==> src/rtl/sram_seq_pkg.sv <==
package sram_seq_pkg;

  localparam int unsigned SEQ_AW  = 12;
  localparam int unsigned SEQ_DW  = 4;
  localparam int unsigned N_WALK  = SEQ_AW + 1;
  localparam int unsigned N_INH   = 3;
  localparam int unsigned N_PIN   = 4 * SEQ_DW;
  localparam int unsigned N_STEPS = 2 * N_WALK + N_INH + N_PIN;
  localparam int unsigned STEP_W  = $clog2(N_STEPS);

  typedef logic [SEQ_AW-1:0] addr_t;
  typedef logic [SEQ_DW-1:0] data_t;
  typedef logic [STEP_W-1:0] step_t;

  typedef enum logic [1:0] {ST_IDLE, ST_RUN, ST_FIN} seq_state_t;
  typedef enum logic [2:0] {PH_SETUP, PH_ENABLE, PH_STROBE, PH_HOLD, PH_READ} seq_phase_t;

  typedef struct packed {
    logic  is_read;
    logic  inhibit;
    addr_t addr;
    data_t data;
    data_t mask;
  } seq_op_t;

  // address with the lowest 'ones' bits set
  function automatic addr_t therm_addr(int unsigned ones);
    addr_t a;
    for (int unsigned j = 0; j < SEQ_AW; j++) a[j] = (j < ones);
    return a;
  endfunction

  function automatic data_t gray_code(int unsigned idx);
    int unsigned g;
    g = idx ^ (idx >> 1);
    return data_t'(g);
  endfunction

  // full program: walk writes, walk reads, inhibit check, per-pin checks
  function automatic seq_op_t step_op(int unsigned s);
    seq_op_t     op;
    int unsigned k;
    op      = '0;
    op.mask = {SEQ_DW{1'b1}};
    if (s < N_WALK) begin
      op.addr = therm_addr(s);
      op.data = gray_code(s);
    end else if (s < 2 * N_WALK) begin
      k          = s - N_WALK;
      op.is_read = 1'b1;
      op.addr    = therm_addr(k);
      op.data    = gray_code(k);
    end else if (s < 2 * N_WALK + N_INH) begin
      k          = s - 2 * N_WALK;
      op.inhibit = (k == 1);
      op.is_read = (k == 2);
      op.data    = (k == 1) ? {SEQ_DW{1'b0}} : {SEQ_DW{1'b1}};
    end else begin
      k          = s - 2 * N_WALK - N_INH;
      op.mask    = data_t'(1) << (k >> 2);
      op.is_read = k[0];
      op.data    = k[1] ? op.mask : {SEQ_DW{1'b0}};
    end
    return op;
  endfunction

endpackage

==> src/rtl/sram_seq_prog.sv <==
module sram_seq_prog
  import sram_seq_pkg::*;
(
  input  step_t   step,
  output seq_op_t op
);

  assign op = step_op(32'(step));

endmodule

==> src/rtl/sram_seq_fsm.sv <==
module sram_seq_fsm
  import sram_seq_pkg::*;
#(
  parameter int unsigned SETUP_CYC  = 2,
  parameter int unsigned ENABLE_CYC = 1,
  parameter int unsigned STROBE_CYC = 3,
  parameter int unsigned HOLD_CYC   = 1,
  parameter int unsigned READ_CYC   = 2
) (
  input  logic       clk,
  input  logic       rst,
  input  logic       start,
  input  logic       is_read,
  input  logic       mism_evt,
  output seq_state_t state,
  output seq_phase_t phase,
  output step_t      step,
  output logic       start_acc,
  output logic       sample_evt
);

  localparam int unsigned MAX_LEN = SETUP_CYC + ENABLE_CYC + STROBE_CYC + HOLD_CYC + READ_CYC;
  localparam int unsigned CNT_W   = $clog2(MAX_LEN + 1);

  function automatic int unsigned phase_len(seq_phase_t p);
    case (p)
      PH_SETUP:  return SETUP_CYC;
      PH_ENABLE: return ENABLE_CYC;
      PH_STROBE: return STROBE_CYC;
      PH_HOLD:   return HOLD_CYC;
      PH_READ:   return READ_CYC;
      default:   return 1;
    endcase
  endfunction

  logic [CNT_W-1:0] cnt;
  logic             run;
  logic             ph_last;
  logic             step_last;

  assign run        = (state == ST_RUN);
  assign ph_last    = (32'(cnt) == phase_len(phase) - 1);
  assign step_last  = (32'(step) == N_STEPS - 1);
  assign start_acc  = start && !run;
  assign sample_evt = run && (phase == PH_READ) && ph_last;

  always_ff @(posedge clk) begin
    if (rst) begin
      state <= ST_IDLE;
      phase <= PH_SETUP;
      step  <= '0;
      cnt   <= '0;
    end else if (start_acc) begin
      state <= ST_RUN;
      phase <= PH_SETUP;
      step  <= '0;
      cnt   <= '0;
    end else if (run) begin
      if (!ph_last) begin
        cnt <= cnt + 1'b1;
      end else begin
        cnt <= '0;
        case (phase)
          PH_SETUP:  phase <= is_read ? PH_READ : PH_ENABLE;
          PH_ENABLE: phase <= PH_STROBE;
          PH_STROBE: phase <= PH_HOLD;
          default: begin
            if (mism_evt || step_last) begin
              state <= ST_FIN;
            end else begin
              step  <= step + 1'b1;
              phase <= PH_SETUP;
            end
          end
        endcase
      end
    end
  end

  // the write strobe is always followed by the completion phase
  p_strobe_then_hold_r3: assert property (@(posedge clk) disable iff (rst)
    (run && $past(run) && $past(phase) == PH_STROBE && phase != PH_STROBE) |-> (phase == PH_HOLD));

  // a read phase is entered only from address setup
  p_read_after_setup_r7: assert property (@(posedge clk) disable iff (rst)
    (run && $past(run) && phase == PH_READ && $past(phase) != PH_READ) |-> ($past(phase) == PH_SETUP));

endmodule

==> src/rtl/sram_seq_check.sv <==
module sram_seq_check
  import sram_seq_pkg::*;
(
  input  logic  clk,
  input  logic  rst,
  input  logic  start_acc,
  input  logic  sample_evt,
  input  addr_t op_addr,
  input  data_t op_data,
  input  data_t op_mask,
  input  data_t dq_in,
  output logic  mism_evt,
  output logic  fail,
  output addr_t fail_addr,
  output data_t fail_exp,
  output data_t fail_act
);

  data_t diff;

  assign diff     = (dq_in ^ op_data) & op_mask;
  assign mism_evt = sample_evt && (diff != '0);

  always_ff @(posedge clk) begin
    if (rst) begin
      fail      <= 1'b0;
      fail_addr <= '0;
      fail_exp  <= '0;
      fail_act  <= '0;
    end else if (start_acc) begin
      fail      <= 1'b0;
      fail_addr <= '0;
      fail_exp  <= '0;
      fail_act  <= '0;
    end else if (mism_evt && !fail) begin
      fail      <= 1'b1;
      fail_addr <= op_addr;
      fail_exp  <= op_data & op_mask;
      fail_act  <= dq_in & op_mask;
    end
  end

  // the failure record holds until a new start
  p_fail_sticky_r8: assert property (@(posedge clk) disable iff (rst)
    (fail && !start_acc) |=> (fail && $stable(fail_addr) && $stable(fail_exp) && $stable(fail_act)));

  // a recorded failure always differs in at least one bit
  p_fail_differs_r8: assert property (@(posedge clk) disable iff (rst)
    $rose(fail) |-> (fail_exp != fail_act));

endmodule

==> src/rtl/sram_test_seq.sv <==
module sram_test_seq
  import sram_seq_pkg::*;
#(
  parameter int unsigned SETUP_CYC  = 2,
  parameter int unsigned ENABLE_CYC = 1,
  parameter int unsigned STROBE_CYC = 3,
  parameter int unsigned HOLD_CYC   = 1,
  parameter int unsigned READ_CYC   = 2
) (
  input  logic              clk,
  input  logic              rst,
  input  logic              start,
  output logic [SEQ_AW-1:0] ram_addr,
  output logic              ram_ce_n,
  output logic              ram_we_n,
  output logic [SEQ_DW-1:0] ram_dq_out,
  output logic              ram_dq_oe,
  input  logic [SEQ_DW-1:0] ram_dq_in,
  output logic              done,
  output logic              fail,
  output logic [SEQ_AW-1:0] fail_addr,
  output logic [SEQ_DW-1:0] fail_exp,
  output logic [SEQ_DW-1:0] fail_act
);

  seq_state_t state;
  seq_phase_t phase;
  step_t      step;
  seq_op_t    op;
  logic       start_acc;
  logic       sample_evt;
  logic       mism_evt;
  logic       run;
  logic       op_inhibit;

  sram_seq_prog u_prog (
    .step (step),
    .op   (op)
  );

  sram_seq_fsm #(
    .SETUP_CYC  (SETUP_CYC),
    .ENABLE_CYC (ENABLE_CYC),
    .STROBE_CYC (STROBE_CYC),
    .HOLD_CYC   (HOLD_CYC),
    .READ_CYC   (READ_CYC)
  ) u_fsm (
    .clk        (clk),
    .rst        (rst),
    .start      (start),
    .is_read    (op.is_read),
    .mism_evt   (mism_evt),
    .state      (state),
    .phase      (phase),
    .step       (step),
    .start_acc  (start_acc),
    .sample_evt (sample_evt)
  );

  sram_seq_check u_check (
    .clk        (clk),
    .rst        (rst),
    .start_acc  (start_acc),
    .sample_evt (sample_evt),
    .op_addr    (op.addr),
    .op_data    (op.data),
    .op_mask    (op.mask),
    .dq_in      (ram_dq_in),
    .mism_evt   (mism_evt),
    .fail       (fail),
    .fail_addr  (fail_addr),
    .fail_exp   (fail_exp),
    .fail_act   (fail_act)
  );

  assign run        = (state == ST_RUN);
  assign op_inhibit = op.inhibit;
  assign done       = (state == ST_FIN);

  assign ram_addr   = run ? op.addr : '0;
  assign ram_ce_n   = !(run && !op_inhibit &&
                        (phase == PH_ENABLE || phase == PH_STROBE || phase == PH_READ));
  assign ram_we_n   = !(run && phase == PH_STROBE);
  assign ram_dq_oe  = run && (phase == PH_STROBE || phase == PH_HOLD);
  assign ram_dq_out = ram_dq_oe ? op.data : '0;

  // driving starts only under a low write strobe
  p_drive_start_r2: assert property (@(posedge clk) disable iff (rst)
    $rose(ram_dq_oe) |-> !ram_we_n);

  // bus released in and before the cycle chip select falls
  p_release_before_ce_r2: assert property (@(posedge clk) disable iff (rst)
    $fell(ram_ce_n) |-> (!ram_dq_oe && !$past(ram_dq_oe)));

  // never drive while the RAM is driving
  p_no_contention_r2: assert property (@(posedge clk) disable iff (rst)
    (!ram_ce_n && ram_we_n) |-> !ram_dq_oe);

  // strobe falls on a stable address, chip selected unless inhibited
  p_strobe_setup_r3: assert property (@(posedge clk) disable iff (rst)
    $fell(ram_we_n) |-> ($stable(ram_addr) && (!ram_ce_n || op_inhibit)));

  // write completes with both controls high and data still driven
  p_write_complete_r3: assert property (@(posedge clk) disable iff (rst)
    $rose(ram_we_n) |-> (ram_ce_n && ram_dq_oe));

  // sampling happens only in a genuine read cycle
  p_sample_read_r7: assert property (@(posedge clk) disable iff (rst)
    sample_evt |-> (!ram_ce_n && ram_we_n && !ram_dq_oe));

  // finished sequencer leaves the RAM quiet
  p_done_quiet_r9: assert property (@(posedge clk) disable iff (rst)
    done |-> (ram_ce_n && ram_we_n && !ram_dq_oe));

endmodule

==> config.mk <==
export PLATFORM = sky130hd
export DESIGN_NAME = sram_test_seq
export DESIGN_NICKNAME = d
export VERILOG_FILES = /design/src/rtl/sram_seq_pkg.sv /design/src/rtl/sram_seq_prog.sv /design/src/rtl/sram_seq_fsm.sv /design/src/rtl/sram_seq_check.sv /design/src/rtl/sram_test_seq.sv
export SDC_FILE = /design/constraint.sdc
export NUM_CORES = 1
export LEC_CHECK = 0
export BUFFER_PORTS_ARGS = -buffer_cell sky130_fd_sc_hd__buf_2
export CAP_MARGIN = 20
export CORE_AREA = 2 2 87 89
export CTS_BUF_LIST = sky130_fd_sc_hd__clkbuf_16
export DETAILED_ROUTE_END_ITERATION = 10
export DIE_AREA = 0 0 89 91
export PLACE_DENSITY_LB_ADDON = 0.15
export SLEW_MARGIN = 10
export SYNTH_ARGS = -nofsm -noshare
export SYNTH_HDL_FRONTEND = slang
export SYNTH_SLANG_ARGS = --single-unit
export TNS_END_PERCENT = 5
==> constraint.sdc <==
create_clock -name clk -period 6.1 [get_ports clk]
set_clock_uncertainty 0.2 [all_clocks]
set_input_delay 0 -clock clk [delete_from_list [all_inputs] [get_ports clk]]
set_output_delay 0 -clock clk [all_outputs]
set_load 0.02 [all_outputs]
==> out/summary.txt, run 1 <==
grt ovf -> 0
Synth Flop Type -> dfxtp_1
r2r setup slk -> 0.41 ns
Worst-Margin Slew -> 0.9287 ns
clk root buf -> clkbuf_16
HP Class -> in -> reg
Final Cycle Share -> 93.35%
WL/cell -> 15.52 um
largest cells by area after synthesis -> dfxtp_1 23%, ha_1 10%, nor2_1 6.2%, a21oi_1 5.9%, nand2_1 5.8%
filler cell count -> 746
adder-cell area share of the yosys netlist -> 10.40%
clock slew at reported path FFs -> 0.06 ns
Via-to-Cell Ratio -> 5.586
WS Path Type -> reg -> reg
top post-synthesis cells by count -> 52 x nor2_1, 48 x nand2_1, 37 x a21oi_1
largest net degree at the start of global routing -> 38
Hold Slack -> 0.01758 ns
ANT nets after route -> 0
slew margin rel. -> 37.94%
CTS Buf Count -> 5
Critical Path RT -> 6.12 ns
CP max stage delay -> 0.55 ns
Placed Area -> 0.003410 mm^2
worst skew pair latency -> 0.28 ns
WP depth -> 18
area of the core -> 0.007137 mm^2
Die Span Y -> 91 um
final worst slack -> 0.4057 ns
f_max -> 175.6 MHz
num rows -> 31
delay-heaviest family, CP -> simple AND/OR/NAND/NOR gates
Detailed Route WL -> 8814 um
hold path cells -> 4
DRC -> 0
DRT iter0 DRCs -> 270
top-count cell post-synth -> nor2_1
pre-CTS setup slack -> 0.5180 ns
CP Capture Type -> flop
GP Congestion -> 0.8909
post-synthesis async set-or-reset flop share -> 0%
DRT Pass-1 Iters -> 5
synth-to-layout area growth -> 17.77%
Tot Pwr -> 0.5602 mW
Mapped Area -> 0.003127 mm^2
Final Setup Violations -> 0
Max-cap violations -> 0
global-route wire length before repair -> 14370 um
final hold vios -> 0
yosys warns -> 0
Yosys top cell by area -> dfxtp_1
H-tree levels -> 2
post-synthesis xor/xnor area fraction -> 5.042%
Cell Int Power -> 0.4384 mW
initial antenna violation count -> 0
setup tns final -> 0 ns
I/O pins -> 48
max-slew violations -> 0
met2 wire length -> 4260 um
CP startpoint kind -> flop
vias in the first global route -> 2986
Comb power frac -> 5.6%
VDD IR max -> 0.08224 mV
r2r worst-path depth -> 18
Psw -> 0.1217 mW
sw frac -> 21.73%
Crit Path Max Fanout -> 10
DR top layer -> met4
diode count -> 0
Sequential Power Share -> 42.6%
main combinational cell family by area after synthesis -> simple AND/OR/NAND/NOR gates
final instance area -> 0.003682 mm^2
number of buffers and inverters on the critical path -> 3
pwr dens -> 152.1 mW/mm^2
die footprint -> 0.008099 mm^2
CTS sink count -> 36
CP max-delay cell -> or4b_1
leakage -> 1.517 nW
Die Span X -> 89 um
largest buffer count on any clock path -> 2
post-synthesis mux area share -> 2.281%
share of layout cells above drive strength 1 -> 17.70%
min cycle time layout -> 5.694 ns
Synth Area in Compound Gates -> 24.97%
post-synthesis simple-gate area fraction -> 28.93%
hold path start -> ram_dq_in[2]
M1 WL -> 3999 um
R2R Path End -> u_fsm.state[0]
Unique masters post-synth -> 63
Via Count -> 3173
synthesized flop and latch total -> 36
Final nets -> 501
syn nets -> 457
Post-Syn Instances -> 424
worst-path cell chain -> inv_1, ha_2, a21boi_2, nand2b_1, nor3_4, inv_1, ha_1, or4b_1, nor4_4, nand2_2, nor3_4, nand4_1, and2_4, a2111oi_4, nand2_1, a221oi_2, o221a_2, dlygate4sd3_1
I/O Buffers -> 47
share of the synthesized area in the top cell type -> 23.05%
Tot GR Track Use -> 22.32%
hold path endpoint -> u_check.fail_act[2]
register area share after synthesis -> 23.05%
Mapped Avg Cell Area -> 7.374 um^2
WL met3 -> 418 um
clock share of power -> 51.8%
initial core utilization -> 43.81%
RSZ-0062 raised after global routing -> no
outcome -> complete, no violations
CTS tree -> built
DP HPWL -> 6457 um
EDFF count, synth -> 0
r2r startpoint -> u_fsm.step[1]
Critical Path AT -> 5.71 ns
## cells by family (layout without fill, tap and decap cells)
logic type,count (synthesis),in the layout
AOI/OAI and AO/OA,115,115
buffers and inverters,41,86
DFF,36,36
and+or+nand+nor,181,181
xor gates and xnor gates,18,18
adders and majority gates,26,26
muxes,7,7
## worst min-delay path, delay by kind of cell
family          cells  cell delay (ns)
mux                 1             0.13
compound gates      1             0.15
buf+inv             1             0.11
simple gates        1             0.05
## worst max path at each step
stage	endpoint	from	slack, ns
floorplan	u_check.fail_addr[11]	u_fsm.step[1]	1.18
global placement	u_check.fail_addr[10]	u_fsm.step[1]	0.67
detailed placement	u_check.fail_addr[10]	u_fsm.step[1]	0.52
CTS	u_fsm.state[0]	u_fsm.step[1]	0.09
global route	u_fsm.state[0]	u_fsm.step[1]	0.03
finish	u_fsm.state[0]	u_fsm.step[1]	0.41
## routing by layer
layer  up-vias  global-route usage [%]
met5         -                       0
li1       1586                       -
met3        13                   3.727
met2        99                   36.94
met4         0                   7.338
met1      1475                   29.10
## sequential cells by signal, indices dropped and copies added (netlist names)
register	count
u_check.fail	1
u_check.fail_act	4
u_check.fail_addr	12
u_check.fail_exp	4
u_fsm.cnt	4
u_fsm.phase	3
u_fsm.state	2
u_fsm.step	6
## area by class of cell
class	instances	area, um^2	share of cell area, %
clock buffer	5	125.1	3.398
sequential	36	720.7	19.57
multi-input combinational	347	2268	61.60
tap	99	123.9	3.364
clock inverter	3	38.79	1.053
inverter	20	75.07	2.039
timing repair buffer	58	330.3	8.970
## power by group through the flow
stage               Combinational (mW)  Clock, mW  Sequential [mW]
floorplan                       0.0195          0            0.243
global placement                0.0272          0            0.244
detailed placement              0.0274          0            0.244
CTS                             0.0303      0.296            0.239
global route                    0.0349      0.307            0.239
finish                          0.0316      0.290            0.239
## cell usage in the layout, fill, tap and decap left out, types with 6 or more instances in the layout
cell     instances
nor2_1          52
nand2_1         48
buf_2           47
a21oi_1         36
dfxtp_1         36
ha_1            25
inv_1           21
nand3_1         18
o21ai_0         17
xnor2_1         13
nor3_1          11
nor2b_1          8
or3_1            7
a21o_1           7
nand4_1          6
o21ai_1          6
buf_4            6
## timing repair
item	4_1_cts	5_1_grt
gates resized for setup	0	7
endpoints found under the setup margin	0	1
buffers inserted	0	4
endpoints found under the hold margin	4	0
hold buffers	5	0
## metrics by stage
stage	utilization [%]	cells
6_report	51.60	568
5_1_grt	51.60	568
2_1_floorplan	-	424
4_1_cts	50.77	564
3_5_place_dp	47.77	551
3_3_place_gp	47.77	551
Note: power is estimated with default switching activity, not from simulation.
==> inputs of run 2 (changes only) <==
--- a/config.mk
+++ b/config.mk
@@ -7,13 +7,15 @@
 export LEC_CHECK = 0
 export BUFFER_PORTS_ARGS = -buffer_cell sky130_fd_sc_hd__buf_2
 export CAP_MARGIN = 20
-export CORE_AREA = 2 2 87 89
+export CORE_AREA = 2 2 84 86
 export CTS_BUF_LIST = sky130_fd_sc_hd__clkbuf_16
 export DETAILED_ROUTE_END_ITERATION = 10
-export DIE_AREA = 0 0 89 91
+export DIE_AREA = 0 0 86 88
+export GPL_TIMING_DRIVEN = 0
 export PLACE_DENSITY_LB_ADDON = 0.15
 export SLEW_MARGIN = 10
 export SYNTH_ARGS = -nofsm -noshare
 export SYNTH_HDL_FRONTEND = slang
+export SYNTH_HIERARCHICAL = 1
 export SYNTH_SLANG_ARGS = --single-unit
 export TNS_END_PERCENT = 5
==> run 2 against run 1 <==
Compared with the run above: count of clock-buffer cells in the layout unchanged; non-clock buffer count is 13 higher; global-route usage shrank 2.5 points; largest power group unchanged; synthesized cell count fell by 14%; die area fell by 6.6%; hold slack better by 0.24 ns.
==> out/summary.txt, run 2 <==
initial antenna violation count -> 0
Synth Flop Type -> dfxtp_1
Comb power frac -> 7.5%
Final Setup Violations -> 0
final hold vios -> 0
worst skew pair latency -> 0.28 ns
Cell Int Power -> 0.4004 mW
WP depth -> 16
final instance area -> 0.003432 mm^2
share of the synthesized area in the top cell type -> 24.97%
leakage -> 1.673 nW
CTS Buf Count -> 5
Yosys top cell by area -> dfxtp_1
f_max -> 198.7 MHz
DRC -> 0
Sequential Power Share -> 46.1%
register area share after synthesis -> 24.97%
initial core utilization -> 43.45%
yosys warns -> 6
EDFF count, synth -> 0
CP startpoint kind -> flop
CP max-delay cell -> dfxtp_1
final worst slack -> 1.067 ns
HP Class -> reg -> reg
setup tns final -> 0 ns
delay-heaviest family, CP -> compound AO/OA/AOI/OAI gates
r2r worst-path depth -> 16
outcome -> complete, no violations
synthesized flop and latch total -> 36
H-tree levels -> 2
Psw -> 0.1195 mW
Mapped Avg Cell Area -> 7.887 um^2
clock share of power -> 46.5%
largest net degree at the start of global routing -> 14
most frequent cells in the layout -> 64 x nand2_1, 50 x buf_2, 36 x dfxtp_1, 23 x mux2i_1
Post-Syn Instances -> 366
grt ovf -> 0
pwr dens -> 151.5 mW/mm^2
CTS tree -> built
worst-path cell chain -> inv_1, ha_1, nor2b_4, xnor2_2, mux2i_1, o311ai_2, o21a_1, o21ai_0, xor2_1, a22oi_1, a21oi_1, o21bai_1, nand2_1, nor2_1, o22ai_1, dlygate4sd3_1
DP HPWL -> 5738 um
Tot Pwr -> 0.5199 mW
dpl cells -> 493
min cycle time layout -> 5.033 ns
max reg flops -> 12
sw frac -> 22.99%
top post-synthesis cells by count -> 64 x nand2_1, 36 x dfxtp_1, 23 x mux2i_1
pre-CTS setup slack -> 1.218 ns
Via-to-Cell Ratio -> 5.317
clk root buf -> clkbuf_16
Crit Path Max Fanout -> 12
synth-to-layout area growth -> 18.90%
vias in the first global route -> 2505
DRT Pass-1 Iters -> 4
VDD IR max -> 0.1003 mV
Detailed Route WL -> 7357 um
hold path start -> u_check/fail_act[0]
slew margin rel. -> 53.86%
r2r startpoint -> u_fsm/step[1]
Tot GR Track Use -> 19.81%
CP Capture Type -> flop
Top reg by flops -> u_check/fail_addr
Critical Path RT -> 6.06 ns
Max-cap violations -> 0
share of layout cells above drive strength 1 -> 17.52%
largest buffer count on any clock path -> 2
area of the core -> 0.006644 mm^2
max-slew violations -> 0
largest cells by area after synthesis -> dfxtp_1 25%, ha_1 8.7%, nand2_1 8.3%, mux2i_1 8.0%, and2_1 3.7%
Mapped Area -> 0.002887 mm^2
Critical Path AT -> 5.00 ns
Final nets -> 454
ANT nets after route -> 0
Die Span X -> 86 um
commonest non-fill, non-tap cell in the layout -> nand2_1
biggest regs -> u_check/fail_addr x12, u_fsm/step x6
I/O pins -> 48
WS Path Type -> reg -> reg
Unique masters post-synth -> 60
number of buffers and inverters on the critical path -> 2
die footprint -> 0.007568 mm^2
Worst Setup SP -> u_fsm/step[1]
I/O Buffers -> 47
clock slew at reported path FFs -> 0.06 ns
Worst-Margin Slew -> 0.6849 ns
syn nets -> 393
Final Cycle Share -> 82.50%
Post-Layout Cell Count -> 508
CP max stage delay -> 0.63 ns
RSZ-0062 raised after global routing -> no
global-route wire length before repair -> 11990 um
Placed Area -> 0.003222 mm^2
Post-CTS Setup Repair Bufs -> 0
hold path cells -> 2
num rows -> 30
post-synthesis async set-or-reset flop share -> 0%
GP Congestion -> 0.8761
Hold Slack -> 0.2556 ns
Final Util -> 51.66%
WL/cell -> 14.48 um
diode count -> 0
Via Count -> 2701
Die Span Y -> 88 um
top-count cell post-synth -> nand2_1
DRT iter0 DRCs -> 158
CTS sink count -> 36
run 2: cell types whose count changed after synthesis, moves of 6 or more:
cell      previous run  this run
mux2i_1              6        23
nand2b_1             4        12
nor2_1              52        20
nor3_1              11         1
ha_1                26        20
a21oi_1             37        18
nor2b_1              9         3
nand3_1             18        12
and2_1               5        17
nand2_1             48        64
run 2: cell families after synthesis:
family	after synthesis	synth area share (%)
AND/OR/NAND/NOR	161	29.00
AO/OA/AOI/OAI	73	17.04
flip-flops	36	24.97
buffers and inverters	32	5.461
multiplexers	23	7.976
XOR/XNOR	21	6.892
adder cells (fa/ha/maj)	20	8.669
run 2: worst paths after layout:
check / endpoint / slack (ns)
setup / recovery: u_fsm/state[0] / 1.07
hold / removal: u_check/fail_act[0] / 0.26
setup reg to reg: u_fsm/state[0] / 1.07
hold reg to reg: u_check/fail_act[0] / 0.26
run 2: power groups by stage:
stage               registers, mW  logic, mW  clock network, mW
finish                      0.240     0.0388              0.242
global route                0.240     0.0427              0.256
CTS                         0.240     0.0389              0.247
detailed placement          0.245     0.0345                  0
global placement            0.245     0.0344                  0
floorplan                   0.244     0.0244                  0
run 2: what timing repair did:
item	4_1_cts	5_1_grt
gates resized for setup	0	0
hold buffers	7	0
hold endpoints to repair	9	0
run 2: layer usage:
layer | wire, um | global-route usage (%)
met5 | 0 | 0
met4 | 90 | 4.906
met3 | 311 | 2.828
met2 | 3293 | 33.05
met1 | 3662 | 26.99
run 2: cell type report:
class | count | area (um^2)
Inverter | 15 | 56.30
Clock inverter | 3 | 15.01
Clock buffer | 5 | 125.1
Multi-Input combinational cell | 298 | 2008
Tap cell | 80 | 100.1
Timing Repair Buffer | 54 | 305.3
Fill cell | 650 | 3212
Buffer | 17 | 101.3
Sequential cell | 36 | 720.7
run 2: worst min-delay path, stage by stage (launching register included):
cell and delay [ns]:
dfxtp_1 0.30, nand2_1 0.05, mux2i_1 0.06
==> inputs of run 3 (changes only) <==
--- a/config.mk
+++ b/config.mk
@@ -5,12 +5,13 @@
 export SDC_FILE = /design/constraint.sdc
 export NUM_CORES = 1
 export LEC_CHECK = 0
+export ABC_AREA = 1
 export BUFFER_PORTS_ARGS = -buffer_cell sky130_fd_sc_hd__buf_2
 export CAP_MARGIN = 20
-export CORE_AREA = 2 2 84 86
+export CORE_AREA = 2 2 87 89
 export CTS_BUF_LIST = sky130_fd_sc_hd__clkbuf_16
 export DETAILED_ROUTE_END_ITERATION = 10
-export DIE_AREA = 0 0 86 88
+export DIE_AREA = 0 0 89 91
 export GPL_TIMING_DRIVEN = 0
 export PLACE_DENSITY_LB_ADDON = 0.15
 export SLEW_MARGIN = 10
==> constraint.sdc (replaced) <==
create_clock -name clk -period 5.3 [get_ports clk]
set_clock_uncertainty 0.2 [all_clocks]
set_input_delay 0 -clock clk [delete_from_list [all_inputs] [get_ports clk]]
set_output_delay 0 -clock clk [all_outputs]
set_load 0.02 [all_outputs]
==> run 3 against run 2 <==
Compared with the run above: final cell count rose by 35%; worst setup slack worse by 0.066 ns; highest routed layer unchanged; routed wire length is 4.0% higher; synthesized area up 8.6%; largest cell class unchanged; count of clock-buffer cells in the layout stayed put; hold slack gained 0.051 ns; die area rose by 7.0%.
==> out/summary.txt, run 3 <==
WS Path Type -> reg -> reg
yosys warns -> 6
setup tns final -> 0 ns
Via Count -> 3222
pwr dens -> 164.7 mW/mm^2
min cycle time layout -> 4.298 ns
max-slew violations -> 0
outcome -> complete, no violations
grt ovf -> 0
max reg flops -> 12
DRT Pass-1 Iters -> 4
Critical Path AT -> 4.27 ns
synth-to-layout area growth -> 18.28%
CTS tree -> built
share of layout cells above drive strength 1 -> 17.61%
Worst-Margin Slew -> 0.5543 ns
top post-synthesis cells by count -> 148 x nand2_1, 92 x inv_1, 87 x nor2_1
GP Congestion -> 0.8416
DRC -> 0
Mapped Avg Cell Area -> 5.993 um^2
biggest regs -> u_check/fail_addr x12, u_fsm/step x6
worst-path cell chain -> inv_1, ha_1, inv_1, nand3_1, nand2_1, inv_1, nor2_1, nand4_1, nand2_1, nand2_1, a21oi_2, nand2_1, nand2_1, nand2_1, nand2_2, o21a_1, nor2_1, nor2_1, nand2_1, nand2_1, a21oi_1, dlygate4sd3_1
RSZ-0062 raised after global routing -> no
clk root buf -> clkbuf_16
share of the synthesized area in the top cell type -> 22.99%
num rows -> 31
Tot Pwr -> 0.6104 mW
Hold Slack -> 0.3070 ns
Tot GR Track Use -> 19.56%
DRT iter0 DRCs -> 106
initial antenna violation count -> 0
worst skew pair latency -> 0.28 ns
top-count cell post-synth -> nand2_1
global-route wire length before repair -> 12770 um
CTS sink count -> 36
post-synthesis async set-or-reset flop share -> 0%
Crit Path Max Fanout -> 11
die footprint -> 0.008099 mm^2
initial core utilization -> 43.92%
CP Capture Type -> flop
CP dominant cell by count -> nand2_1
syn nets -> 550
CP max stage delay -> 0.61 ns
post-CTS sizing -> 0
register area share after synthesis -> 22.99%
Yosys top cell by area -> dfxtp_1
Synth Flop Type -> dfxtp_1
f_max -> 232.7 MHz
CP startpoint kind -> flop
Die Span X -> 89 um
I/O pins -> 48
clock slew at reported path FFs -> 0.06 ns
Final nets -> 611
VDD IR max -> 0.1233 mV
Via-to-Cell Ratio -> 4.711
largest buffer count on any clock path -> 2
Post-Syn Instances -> 523
Final Setup Violations -> 0
Mapped Area -> 0.003134 mm^2
ANT nets after route -> 0
commonest non-fill, non-tap cell in the layout -> nand2_1
Critical Path RT -> 5.27 ns
EDFF count, synth -> 0
diode count -> 0
Die Span Y -> 91 um
final hold vios -> 0
area of the core -> 0.007137 mm^2
I/O Buffers -> 47
largest cells by area after synthesis -> dfxtp_1 23%, nand2_1 18%, inv_1 11%, nor2_1 10%, ha_1 8.0%
Top reg by flops -> u_check/fail_addr
largest net degree at the start of global routing -> 14
Detailed Route WL -> 7648 um
synthesized flop and latch total -> 36
CP max-delay cell -> dfxtp_1
final instance area -> 0.003707 mm^2
Placed Area -> 0.003493 mm^2
CTS Buf Count -> 5
slew margin rel. -> 62.99%
leakage -> 1.940 nW
DP HPWL -> 5888 um
Max-cap violations -> 0
Final Cycle Share -> 81.10%
HP Class -> reg -> reg
WL/cell -> 11.18 um
vias in the first global route -> 2921
H-tree levels -> 2
Unique masters post-synth -> 42
most frequent cells in the layout -> 148 x nand2_1, 92 x inv_1, 87 x nor2_1, 50 x buf_2, 36 x dfxtp_1
[run 3: changes by cell type after synthesis, sizes merged, moves of 5 or more]
cell / delta
a21o: -5
and2: -16
clkbuf: -7
inv: +85
mux2i: -23
nand2: +96
nand2b: -12
nand3: +12
nor2: +72
nor2b: -5
xnor2: -9
[run 3: worst paths after layout]
path	start	to	slack, ns	cells after the start
max	u_fsm/step[1]	u_fsm/state[0]	1.00	22
min	u_check/fail_addr[2]	u_check/fail_addr[2]	0.31	4
min reg2reg	u_check/fail_addr[2]	u_check/fail_addr[2]	0.31	4
max reg2reg	u_fsm/step[1]	u_fsm/state[0]	1.00	22
[run 3: metal layers]
metal	GRT usage [%]	up-vias	share of wire (%)
met1	25.06	1423	48
met4	5.348	0	1.2
met2	33.15	67	47
li1	-	1720	-
met3	3.636	12	3.6
met5	0	-	0
[run 3: cell families after synthesis]
logic type,share of synthesized area (%)
AND/OR/NAND/NOR,42.56
XOR/XNOR,2.515
AO/OA/AOI/OAI,9.941
buffers and inverters,14.01
flip-flops,22.99
adder cells (fa/ha/maj),7.984
[run 3: area by class of cell]
type | count | area (um^2)
fill | 784 | 3430
sequential | 36 | 720.7
timing repair buffer | 54 | 305.3
buffer | 9 | 63.81
multi-input combinational | 378 | 1974
tap | 99 | 123.9
clock buffer | 5 | 125.1
inverter | 100 | 375.4
clock inverter | 3 | 18.77
[run 3: critical path, delay by kind of cell (launching register included)]
family / cells / cell delay [ns]
AND/OR/NAND/NOR: 14 / 1.43
adder cells (fa/ha/maj): 1 / 0.33
flip-flops: 1 / 0.61
AO/OA/AOI/OAI: 3 / 0.52
buffers and inverters: 4 / 1.07
[run 3: stage by stage]
step           cells  utilization [%]  setup slack (ns)
3_5_place_dp     669            48.95             1.355
4_1_cts          684            51.95             1.017
2_1_floorplan    523                -             2.129
6_report         684            51.95             1.002
5_1_grt          684            51.95            0.7459
3_3_place_gp     669            48.95             1.364
[run 3: report_power, final]
group	total, mW	switching [mW]	internal (mW)
registers	0.275	0.00241	0.273
clock network	0.294	0.121	0.173
logic	0.0414	0.0259	0.0155
[run 3: timing repair]
item                      CTS  global route
hold endpoints to repair    6             0
hold buffers                7             0
setup buffers               0             0
